===== config.mk =====
export PLATFORM = sky130hd
export DESIGN_NAME = opaddr_gen
export DESIGN_NICKNAME = d
export VERILOG_FILES = /design/src/rtl/opaddr_pkg.sv /design/src/rtl/opaddr_base.sv /design/src/rtl/opaddr_scale.sv /design/src/rtl/opaddr_ctrl.sv /design/src/rtl/opaddr_gen.sv
export SDC_FILE = /design/constraint.sdc
export NUM_CORES = 1
export LEC_CHECK = 0
export BUFFER_PORTS_ARGS = -buffer_cell sky130_fd_sc_hd__clkbuf_2
export CAP_MARGIN = 15
export CORE_UTILIZATION = 45
export DETAILED_ROUTE_END_ITERATION = 8
export GPL_TIMING_DRIVEN = 1
export HOLD_SLACK_MARGIN = 0.06
export PLACE_DENSITY = 0.67
export SLEW_MARGIN = 20
export SYNTH_ARGS = -nofsm -noshare
export SYNTH_HDL_FRONTEND = slang
export SYNTH_HIERARCHICAL = 1
export SYNTH_SLANG_ARGS = --single-unit

===== constraint.sdc =====
create_clock -name clk -period 5.8 [get_ports clk]
set_clock_uncertainty 0.2 [all_clocks]
set_input_delay 1.16 -clock clk [delete_from_list [all_inputs] [get_ports clk]]
set_output_delay 1.16 -clock clk [all_outputs]
set_load 0.05 [all_outputs]

===== src/rtl/opaddr_pkg.sv =====
package opaddr_pkg;

    localparam int ADDR_W  = 15;
    localparam int WORD_W  = 12;
    localparam int SUM_W   = 24;
    localparam int OFF_W   = 7;
    localparam int SEL_W   = 3;

    typedef enum logic [1:0] {
        FMT_LONG  = 2'd0,
        FMT_SHORT = 2'd1,
        FMT_INDIR = 2'd2,
        FMT_SPARE = 2'd3
    } fmt_e;

    typedef enum logic [1:0] {
        DM_FIXED = 2'd0,
        DM_FLOAT = 2'd1,
        DM_EXT   = 2'd2,
        DM_SPARE = 2'd3
    } dmode_e;

    typedef enum logic [1:0] {
        ST_IDLE,
        ST_READ,
        ST_WRITE,
        ST_DONE
    } step_e;

    typedef struct packed {
        logic [SEL_W-1:0] sel;
        logic             pinc;
        dmode_e           mode;
    } ctx_t;

    // words per operand for each data mode
    function automatic logic [2:0] word_count(dmode_e m);
        case (m)
            DM_FIXED: return 3'd2;
            DM_EXT:   return 3'd6;
            default:  return 3'd3;
        endcase
    endfunction

endpackage


===== src/rtl/opaddr_base.sv =====
module opaddr_base
    import opaddr_pkg::*;
#(
    parameter int AW   = ADDR_W,
    parameter int OFFW = OFF_W
) (
    input  fmt_e            fmt,
    input  logic [AW-1:0]   far_addr,
    input  logic [AW-1:0]   base_reg,
    input  logic [OFFW-1:0] offset,
    output logic [AW-1:0]   unidx,
    output logic            idx_en
);
    logic [AW-1:0] off_ext;
    logic [AW-1:0] off_x3;

    assign off_ext = AW'(offset);
    assign off_x3  = off_ext + (off_ext << 1);

    always_comb begin
        if (fmt == FMT_SHORT) begin
            unidx  = base_reg + off_x3;
            idx_en = 1'b0;
        end else begin
            unidx  = far_addr;
            idx_en = 1'b1;
        end
    end
endmodule


===== src/rtl/opaddr_scale.sv =====
module opaddr_scale
    import opaddr_pkg::*;
#(
    parameter int DW   = WORD_W,
    parameter int SUMW = SUM_W
) (
    input  logic [DW-1:0]   ival,
    input  dmode_e          mode,
    output logic [SUMW-1:0] scaled
);
    localparam int EXT_W = SUMW - DW;

    logic [SUMW-1:0] sext;
    logic [2:0]      wc;
    logic [SUMW-1:0] part [3];

    assign sext = {{EXT_W{ival[DW-1]}}, ival};
    assign wc   = word_count(mode);

    for (genvar b = 0; b < 3; b++) begin : g_part
        assign part[b] = wc[b] ? (sext << b) : '0;
    end

    assign scaled = part[0] + part[1] + part[2];
endmodule


===== src/rtl/opaddr_ctrl.sv =====
module opaddr_ctrl
    import opaddr_pkg::*;
#(
    parameter int AW  = ADDR_W,
    parameter int DW  = WORD_W,
    parameter int SW  = SEL_W
) (
    input  logic          clk,
    input  logic          rst,
    input  logic          start,
    input  logic          idx_en,
    input  logic [SW-1:0] idx_sel,
    input  logic          pre_inc,
    input  dmode_e        mode_in,
    input  logic [AW-1:0] unidx_in,
    input  logic [AW-1:0] x0_reg,
    output logic          mem_req,
    output logic          mem_we,
    output logic [AW-1:0] mem_addr,
    output logic [DW-1:0] mem_wdata,
    input  logic [DW-1:0] mem_rdata,
    input  logic          mem_ack,
    output logic          busy,
    output logic          ea_valid,
    output logic [AW-1:0] unidx_q,
    output logic [DW-1:0] ival_q,
    output dmode_e        mode_q
);
    step_e         st;
    ctx_t          ctx;
    logic [AW-1:0] x0_q;
    logic          need_idx;

    assign need_idx = idx_en && (idx_sel != '0);

    always_ff @(posedge clk) begin
        if (rst) begin
            st      <= ST_IDLE;
            ctx     <= '{sel: '0, pinc: 1'b0, mode: DM_FIXED};
            x0_q    <= '0;
            unidx_q <= '0;
            ival_q  <= '0;
        end else begin
            case (st)
                ST_IDLE: if (start) begin
                    ctx     <= '{sel: idx_sel, pinc: pre_inc, mode: mode_in};
                    x0_q    <= x0_reg;
                    unidx_q <= unidx_in;
                    ival_q  <= '0;
                    st      <= need_idx ? ST_READ : ST_DONE;
                end
                ST_READ: if (mem_ack) begin
                    ival_q <= ctx.pinc ? mem_rdata + DW'(1) : mem_rdata;
                    st     <= ctx.pinc ? ST_WRITE : ST_DONE;
                end
                ST_WRITE: if (mem_ack) st <= ST_DONE;
                default: st <= ST_IDLE;
            endcase
        end
    end

    assign mem_req   = (st == ST_READ) || (st == ST_WRITE);
    assign mem_we    = (st == ST_WRITE);
    assign mem_addr  = x0_q + AW'(ctx.sel);
    assign mem_wdata = ival_q;
    assign busy      = (st != ST_IDLE);
    assign ea_valid  = (st == ST_DONE);
    assign mode_q    = ctx.mode;

    a_r9_req_hold: assert property (@(posedge clk) disable iff (rst)
        (mem_req && !mem_ack) |=> (mem_req && $stable(mem_addr)
                                   && $stable(mem_we) && $stable(mem_wdata)));

    a_r10_valid_pulse: assert property (@(posedge clk) disable iff (rst)
        ea_valid |=> !ea_valid);

    a_r5_write_after_read: assert property (@(posedge clk) disable iff (rst)
        (mem_req && mem_we && !$past(mem_req && mem_we))
            |-> $past(mem_req && !mem_we && mem_ack));

    a_r3_direct_valid: assert property (@(posedge clk) disable iff (rst)
        (!busy && start && !need_idx) |=> (ea_valid && !mem_req));
endmodule


===== src/rtl/opaddr_gen.sv =====
module opaddr_gen
    import opaddr_pkg::*;
#(
    parameter int AW   = ADDR_W,
    parameter int DW   = WORD_W,
    parameter int SUMW = SUM_W,
    parameter int OFFW = OFF_W,
    parameter int SW   = SEL_W
) (
    input  logic            clk,
    input  logic            rst,
    input  logic            start,
    input  logic [1:0]      fmt,
    input  logic [1:0]      mode,
    input  logic [SW-1:0]   idx_sel,
    input  logic            pre_inc,
    input  logic [AW-1:0]   far_addr,
    input  logic [OFFW-1:0] offset,
    input  logic [AW-1:0]   base_reg,
    input  logic [AW-1:0]   x0_reg,
    output logic            mem_req,
    output logic            mem_we,
    output logic [AW-1:0]   mem_addr,
    output logic [DW-1:0]   mem_wdata,
    input  logic [DW-1:0]   mem_rdata,
    input  logic            mem_ack,
    output logic            busy,
    output logic [AW-1:0]   ea,
    output logic            ea_valid
);
    logic [AW-1:0]   unidx;
    logic            idx_en;
    logic [AW-1:0]   unidx_q;
    logic [DW-1:0]   ival_q;
    dmode_e          mode_q;
    logic [SUMW-1:0] scaled;
    logic [SUMW-1:0] sum;

    opaddr_base #(.AW(AW), .OFFW(OFFW)) u_base (
        .fmt      (fmt_e'(fmt)),
        .far_addr (far_addr),
        .base_reg (base_reg),
        .offset   (offset),
        .unidx    (unidx),
        .idx_en   (idx_en)
    );

    opaddr_ctrl #(.AW(AW), .DW(DW), .SW(SW)) u_ctrl (
        .clk       (clk),
        .rst       (rst),
        .start     (start),
        .idx_en    (idx_en),
        .idx_sel   (idx_sel),
        .pre_inc   (pre_inc),
        .mode_in   (dmode_e'(mode)),
        .unidx_in  (unidx),
        .x0_reg    (x0_reg),
        .mem_req   (mem_req),
        .mem_we    (mem_we),
        .mem_addr  (mem_addr),
        .mem_wdata (mem_wdata),
        .mem_rdata (mem_rdata),
        .mem_ack   (mem_ack),
        .busy      (busy),
        .ea_valid  (ea_valid),
        .unidx_q   (unidx_q),
        .ival_q    (ival_q),
        .mode_q    (mode_q)
    );

    opaddr_scale #(.DW(DW), .SUMW(SUMW)) u_scale (
        .ival   (ival_q),
        .mode   (mode_q),
        .scaled (scaled)
    );

    // wide sum, then keep the address bits only
    assign sum = SUMW'(unidx_q) + scaled;
    assign ea  = sum[AW-1:0];

    a_r7_short_no_mem: assert property (@(posedge clk) disable iff (rst)
        (start && !busy && fmt == 2'd1) |=> (ea_valid && !mem_req));

    a_r10_ea_hold: assert property (@(posedge clk) disable iff (rst)
        (!busy && !start && $past(ea_valid)) |-> $stable(ea));

    a_r1_idle_quiet: assert property (@(posedge clk) disable iff (rst)
        !busy |-> (!mem_req && !ea_valid));
endmodule


==> impl_metrics.tcl, run 1 <==
set metrics [dict create \
    status "complete, no violations" \
    start_util_pct 46.55 \
    area_delta_synth_final_pct 18.54 \
    fin_ws_ns 0.1441 \
    p_seq_share_pct 27.0 \
    dp_cells 872 \
    r2r_cells 5 \
    final_area_sq_mm 0.006008 \
    drive_above_1_share_pct 25.37 \
    max_stage_delay_ns 0.54 \
    arrival_ns 4.30 \
    grt_antenna_before_repair 0 \
    min_period_ns 5.656 \
    relSlewSlack_pct 41.69 \
    clock-sinks 50 \
    die_w_um 108.1 \
    cts_tree "yes" \
    yosysWarnings 6 \
    dpl.hpwl_mm 9.918 \
    p_switching_w 0.0009078 \
    final_max_slew_viol_count 0 \
    worstSetupStartpointType "flip-flop" \
    worstMarginPinSlew_ns 0.8747 \
    grt_pass1_wl_mm 20.56 \
    crit_chain "nor2b_4, buf_4, and2_4, fa_1, inv_1, fa_2, and2b_2, o31ai_4, a211o_1, a2111o_1, o311ai_1, ha_1, buf_4, a221oi_2, xnor2_1, clkbuf_8" \
    overflow 0 \
    intPower_w 0.0008416 \
    synth_nets 788 \
    route.vias.total 4863 \
    path_max_fanout 10 \
    critical_path_depth 16 \
    first_iter_violations 220 \
    nFillCells 1086 \
    ant_nets 0 \
    wl_mm 12.67 \
    multiInputGateArea_sq_mm 0.003871 \
    crit_slowest_cell "fa_1" \
    clkPwrFrac_pct 11.8 \
    ctsHoldBuffers 0 \
    grt_pass1_vias 4609 \
    clk_pin_slew_ns 0.09 \
    clock_path_buffers 2 \
    drtPass1Iterations 4 \
    nNetsFinal 896 \
    setup_tns_ns 0 \
    fin_crit_sh_pct 97.52 \
    die_h_um 108.1 \
    antennaDiodeCount 0 \
    crit_path_end_kind "output port" \
    synthesis.area_sq_mm 0.005069 \
    grt_start_max_net_pins 45 \
    fmax_ghz 0.1768 \
    fp-row-count 38 \
    swShare_pct 51.89 \
    io_pins 122 \
    regArea_sq_mm 0.001007 \
    stdcell_count 893 \
    reg2reg_setup_slack_ns 3.89 \
    syn_area_per_cell_sq_um 7.858 \
    vdd_drop_max_uv 191.0 \
    cts-root-buf "clkbuf_8" \
    pwr-share-comb_pct 61.2 \
    cap_violations 0 \
    drc 0 \
    hold_viol 0 \
    critPathRequiredTime_ns 4.44 \
    path_common_cell "buf_4" \
    routedWlPerCell_um 14.19 \
    clk_latency_ns 0.31 \
    worstPathBufferInverterCount 4 \
    dieArea_sq_mm 0.01169 \
    port_buffers 121 \
    min_path_type "reg -> reg" \
    place.gp.congestion 0.8971 \
    htree_levels 2 \
    postSynthCellCount 645 \
    critPathKind "reg -> out" \
    hold_path_depth 2 \
    cts_buffers 5 \
    grt_util_all_layers_pct 21.69 \
    p_leak_nw 2.852 \
    viasPerCell 5.446 \
    dpl-instance-area_sq_mm 0.005662 \
    crit_family "adder cells" \
    finalSetupViolCount 0 \
    core-area_sq_mm 0.01089 \
    power_density_mw_per_mm2 291.2 \
    post-place-ws_ns 0.2019 \
]
state kept, by name, summed over array words and instances, names as in the netlist:
| name | count |
|---|---|
| u_ctrl/mode_q | 2 |
| u_ctrl/ival_q | 12 |
| u_ctrl/ctx | 4 |
| u_ctrl/st | 2 |
| u_ctrl/x0_q | 15 |
| u_ctrl/unidx_q | 15 |
worst reg2reg max path: stages, from the launching register on:
cell and delay [ns]:
dfxtp_1 0.39, inv_1 0.08, ha_1 0.30, nand2_2 0.55, nand2_1 0.13, a21oi_1 0.17
worst paths after layout:
path                                  from                     endpoint
min            u_ctrl/x0_q[0]$_SDFFE_PP0P_  u_ctrl/x0_q[0]$_SDFFE_PP0P_
max reg2reg      u_ctrl/st[0]$_SDFFE_PP0P_  u_ctrl/x0_q[8]$_SDFFE_PP0P_
max          u_ctrl/mode_q[1]$_SDFFE_PP0P_                       ea[13]
min reg2reg    u_ctrl/x0_q[0]$_SDFFE_PP0P_  u_ctrl/x0_q[0]$_SDFFE_PP0P_
layout make-up:
cell class | instances | area share, %
clock buffer | 5 | 1.145
clock inverter | 2 | 0.2291
inverter | 28 | 1.749
multi-input combinational | 529 | 64.43
sequential | 50 | 16.76
tap | 140 | 2.915
timing repair buffer | 139 | 12.77
through the flow:
stage | total power, W | hold slack [ns] | utilization [%]
after floorplan | 0.001284 | 0.2367 | -
after global placement | 0.001465 | 0.2470 | 51.98
after detailed placement | 0.001488 | 0.2525 | 52.00
final | 0.001749 | 0.2654 | 55.18
after CTS | 0.001721 | 0.2660 | 53.25
after global routing | 0.001882 | 0.2908 | 55.18
cells in the final DEF, fill, tap and decap left out, drive strengths merged, types with 4 or more instances in the layout:
master,instances
ha,46
a21o,7
nand4,16
a211oi,4
buf,20
nor3,7
o21a,4
fa,21
nand2,121
o2bb2ai,8
o21ai,19
nand3,17
nor3b,4
o31ai,6
nand2b,8
inv,29
a21oi,65
and2,25
xnor2,26
o211ai,8
nor2,33
and3,11
xor2,21
clkbuf,124
dfxtp,50
routing by layer:
layer,track usage (%),up-vias,routed length (um)
li1,-,2457,-
met1,28.19,2266,5909
met2,37.03,126,6027
met3,4.159,14,577
met4,4.697,0,158
met5,0,-,0
power groups by stage:
stage	Combinational [W]	Clock [W]	Sequential, W
global route	0.00117	0.000229	0.000481
detailed placement	0.00101	0	0.000478
finish	0.00107	0.000206	0.000472
floorplan	0.000827	0	0.000457
CTS	0.00104	0.000216	0.000470
global placement	0.000992	0	0.000473
timing repair:
item | in CTS | in global routing
buffers inserted | 4 | 10
gates cloned | 0 | 0
endpoints found under the setup margin | 2 | 6
pin swaps | 5 | 19
gates resized for setup | 7 | 28
Power figures use the tool's default switching activity.
==> run 2: changes to the inputs <==
--- a/config.mk
+++ b/config.mk
@@ -6,12 +6,13 @@
 export NUM_CORES = 1
 export LEC_CHECK = 0
 export BUFFER_PORTS_ARGS = -buffer_cell sky130_fd_sc_hd__clkbuf_2
-export CAP_MARGIN = 15
-export CORE_UTILIZATION = 45
+export CELL_PAD_IN_SITES_DETAIL_PLACEMENT = 0
+export CELL_PAD_IN_SITES_GLOBAL_PLACEMENT = 1
+export CORE_UTILIZATION = 40
 export DETAILED_ROUTE_END_ITERATION = 8
 export GPL_TIMING_DRIVEN = 1
 export HOLD_SLACK_MARGIN = 0.06
-export PLACE_DENSITY = 0.67
+export PLACE_DENSITY = 0.8
 export SLEW_MARGIN = 20
 export SYNTH_ARGS = -nofsm -noshare
 export SYNTH_HDL_FRONTEND = slang
==> impl_metrics.tcl, run 2 (synthesis gave the netlist of run 1 again) <==
set metrics [dict create \
    status "complete, no violations" \
    first_iter_violations 256 \
    overflow 0 \
    fin_ws_ns 0.1988 \
    grt_util_all_layers_pct 19.40 \
    final_area_sq_mm 0.006067 \
    clk_latency_ns 0.29 \
    path_max_fanout 10 \
    drtPass1Iterations 4 \
    setup_tns_ns 0 \
    clk_pin_slew_ns 0.07 \
    io_pins 122 \
    htree_levels 2 \
    clock-sinks 50 \
    dpl-instance-area_sq_mm 0.005702 \
    critPathKind "reg -> out" \
    drive_above_1_share_pct 24.27 \
    dieArea_sq_mm 0.01313 \
    place.gp.congestion 0.8483 \
    final_common_cell "nand2_1" \
    cts_buffers 5 \
    drc 0 \
    grt_pass1_vias 4446 \
    worstMarginPinSlew_ns 0.9051 \
    final_max_slew_viol_count 0 \
    wl_mm 12.69 \
    nNetsFinal 892 \
    hold_viol 0 \
    cap_violations 0 \
    min_period_ns 5.601 \
    dpl.hpwl_mm 10.02 \
    fin_crit_sh_pct 96.57 \
    mostFrequentLayoutCells "nand2_1 (120), clkbuf_2 (119), a21oi_1 (59)" \
    die_h_um 114.6 \
    worstSetupStartpointType "flip-flop" \
    fmax_ghz 0.1785 \
    area_delta_synth_final_pct 19.70 \
    routedWlPerCell_um 13.83 \
    route.vias.total 4772 \
    start_util_pct 41.68 \
    vdd_drop_max_uv 175.2 \
    grt_pass1_wl_mm 20.87 \
    clock_path_buffers 2 \
    die_w_um 114.6 \
    power.total_w 0.001875 \
    hold_ws_ns 0.2660 \
    critPathRequiredTime_ns 4.44 \
    grt_start_max_net_pins 45 \
    grt_antenna_before_repair 0 \
    port_buffers 121 \
    cts-root-buf "clkbuf_16" \
    min_path_type "reg -> reg" \
    p_leak_nw 2.871 \
    core-area_sq_mm 0.01216 \
    fp-row-count 40 \
    ctsHoldBuffers 0 \
    ant_nets 0 \
    top_regs "u_ctrl/unidx_q: 15 flops, u_ctrl/x0_q: 15 flops, u_ctrl/ival_q: 12 flops" \
    finalSetupViolCount 0 \
    post-place-ws_ns 0.2326 \
    cts_tree "yes" \
    power_density_mw_per_mm2 309.1 \
    antennaDiodeCount 0 \
    crit_path_end_kind "output port" \
    nFillCells 1190 \
    arrival_ns 4.24 \
    viasPerCell 5.198 \
    relSlewSlack_pct 39.66 \
]
==> run 2: changes by cell type in the layout (fill, tap and decap cells not counted), sizes merged <==
cell,delta
buf,-5
clkbuf,+2
bufinv,+1
clkinv,-1
==> run 2: report_power, final <==
group / total [W] / internal, W / leakage (nW) / switching (W)
clock network: 0.000349 / 0.000217 / 0.0875 / 0.000131
registers: 0.000471 / 0.000407 / 0.410 / 0.0000646
logic: 0.00106 / 0.000339 / 2.37 / 0.000716
total: 0.00188 / 0.000963 / 2.87 / 0.000913
==> run 2: critical path, cell delays in order (launching register included) <==
cell and delay (ns):
dfxtp_2 0.33, nor2b_4 0.12, buf_4 0.15, and2_1 0.16
fa_1 0.51, inv_1 0.06, fa_2 0.34, and2b_2 0.25
o31ai_4 0.06, a211o_1 0.35, nand2_2 0.09, xnor2_1 0.12
ha_1 0.28, and3_4 0.18, a211o_1 0.30, a221oi_2 0.27
xnor2_1 0.16, clkbuf_8 0.21
==> run 2: metal layers <==
layer	vias up	wire length (um)	track usage, %
li1	2450	-	-
met1	2209	6024	27.02
met2	107	5968	32.40
met3	6	632	3.282
met4	0	68	1.905
met5	-	0	0
==> run 2: metrics by stage <==
stage,utilization (%),cells
after global routing,49.89,918
after CTS,48.57,910
after floorplan,-,645
final,49.89,918
after detailed placement,46.88,901
after global placement,46.88,901
==> run 2: worst paths after layout <==
path                                               startpoint                        endpoint  slack (ns)  depth (start not counted)
worst min register to register     u_ctrl/ctx[5]$_SDFFE_PP0P_      u_ctrl/ctx[5]$_SDFFE_PP0P_        0.27                          2
worst min-delay path               u_ctrl/ctx[5]$_SDFFE_PP0P_      u_ctrl/ctx[5]$_SDFFE_PP0P_        0.27                          2
worst max-delay path            u_ctrl/mode_q[1]$_SDFFE_PP0P_                          ea[13]        0.20                         17
worst max register to register      u_ctrl/st[0]$_SDFFE_PP0P_  u_ctrl/unidx_q[1]$_SDFFE_PP0P_        3.63                          6
==> run 2: timing repair <==
| item | in CTS | in global routing |
|---|---|---|
| pin swaps | 2 | 13 |
| endpoints found under the setup margin | 2 | 5 |
| gates resized for setup | 5 | 21 |
| buffers inserted | 1 | 8 |
==> run 2: layout make-up <==
| cell class | count | area [sq um] | area share [%] |
|---|---|---|---|
| clock inverter | 2 | 38.79 | 0.6393 |
| clock buffer | 6 | 138.9 | 2.289 |
| multi-input combinational | 529 | 3836 | 63.23 |
| sequential | 50 | 1005 | 16.56 |
| timing repair buffer | 135 | 733.2 | 12.08 |
| tap | 168 | 210.2 | 3.465 |
| inverter | 28 | 105.1 | 1.732 |
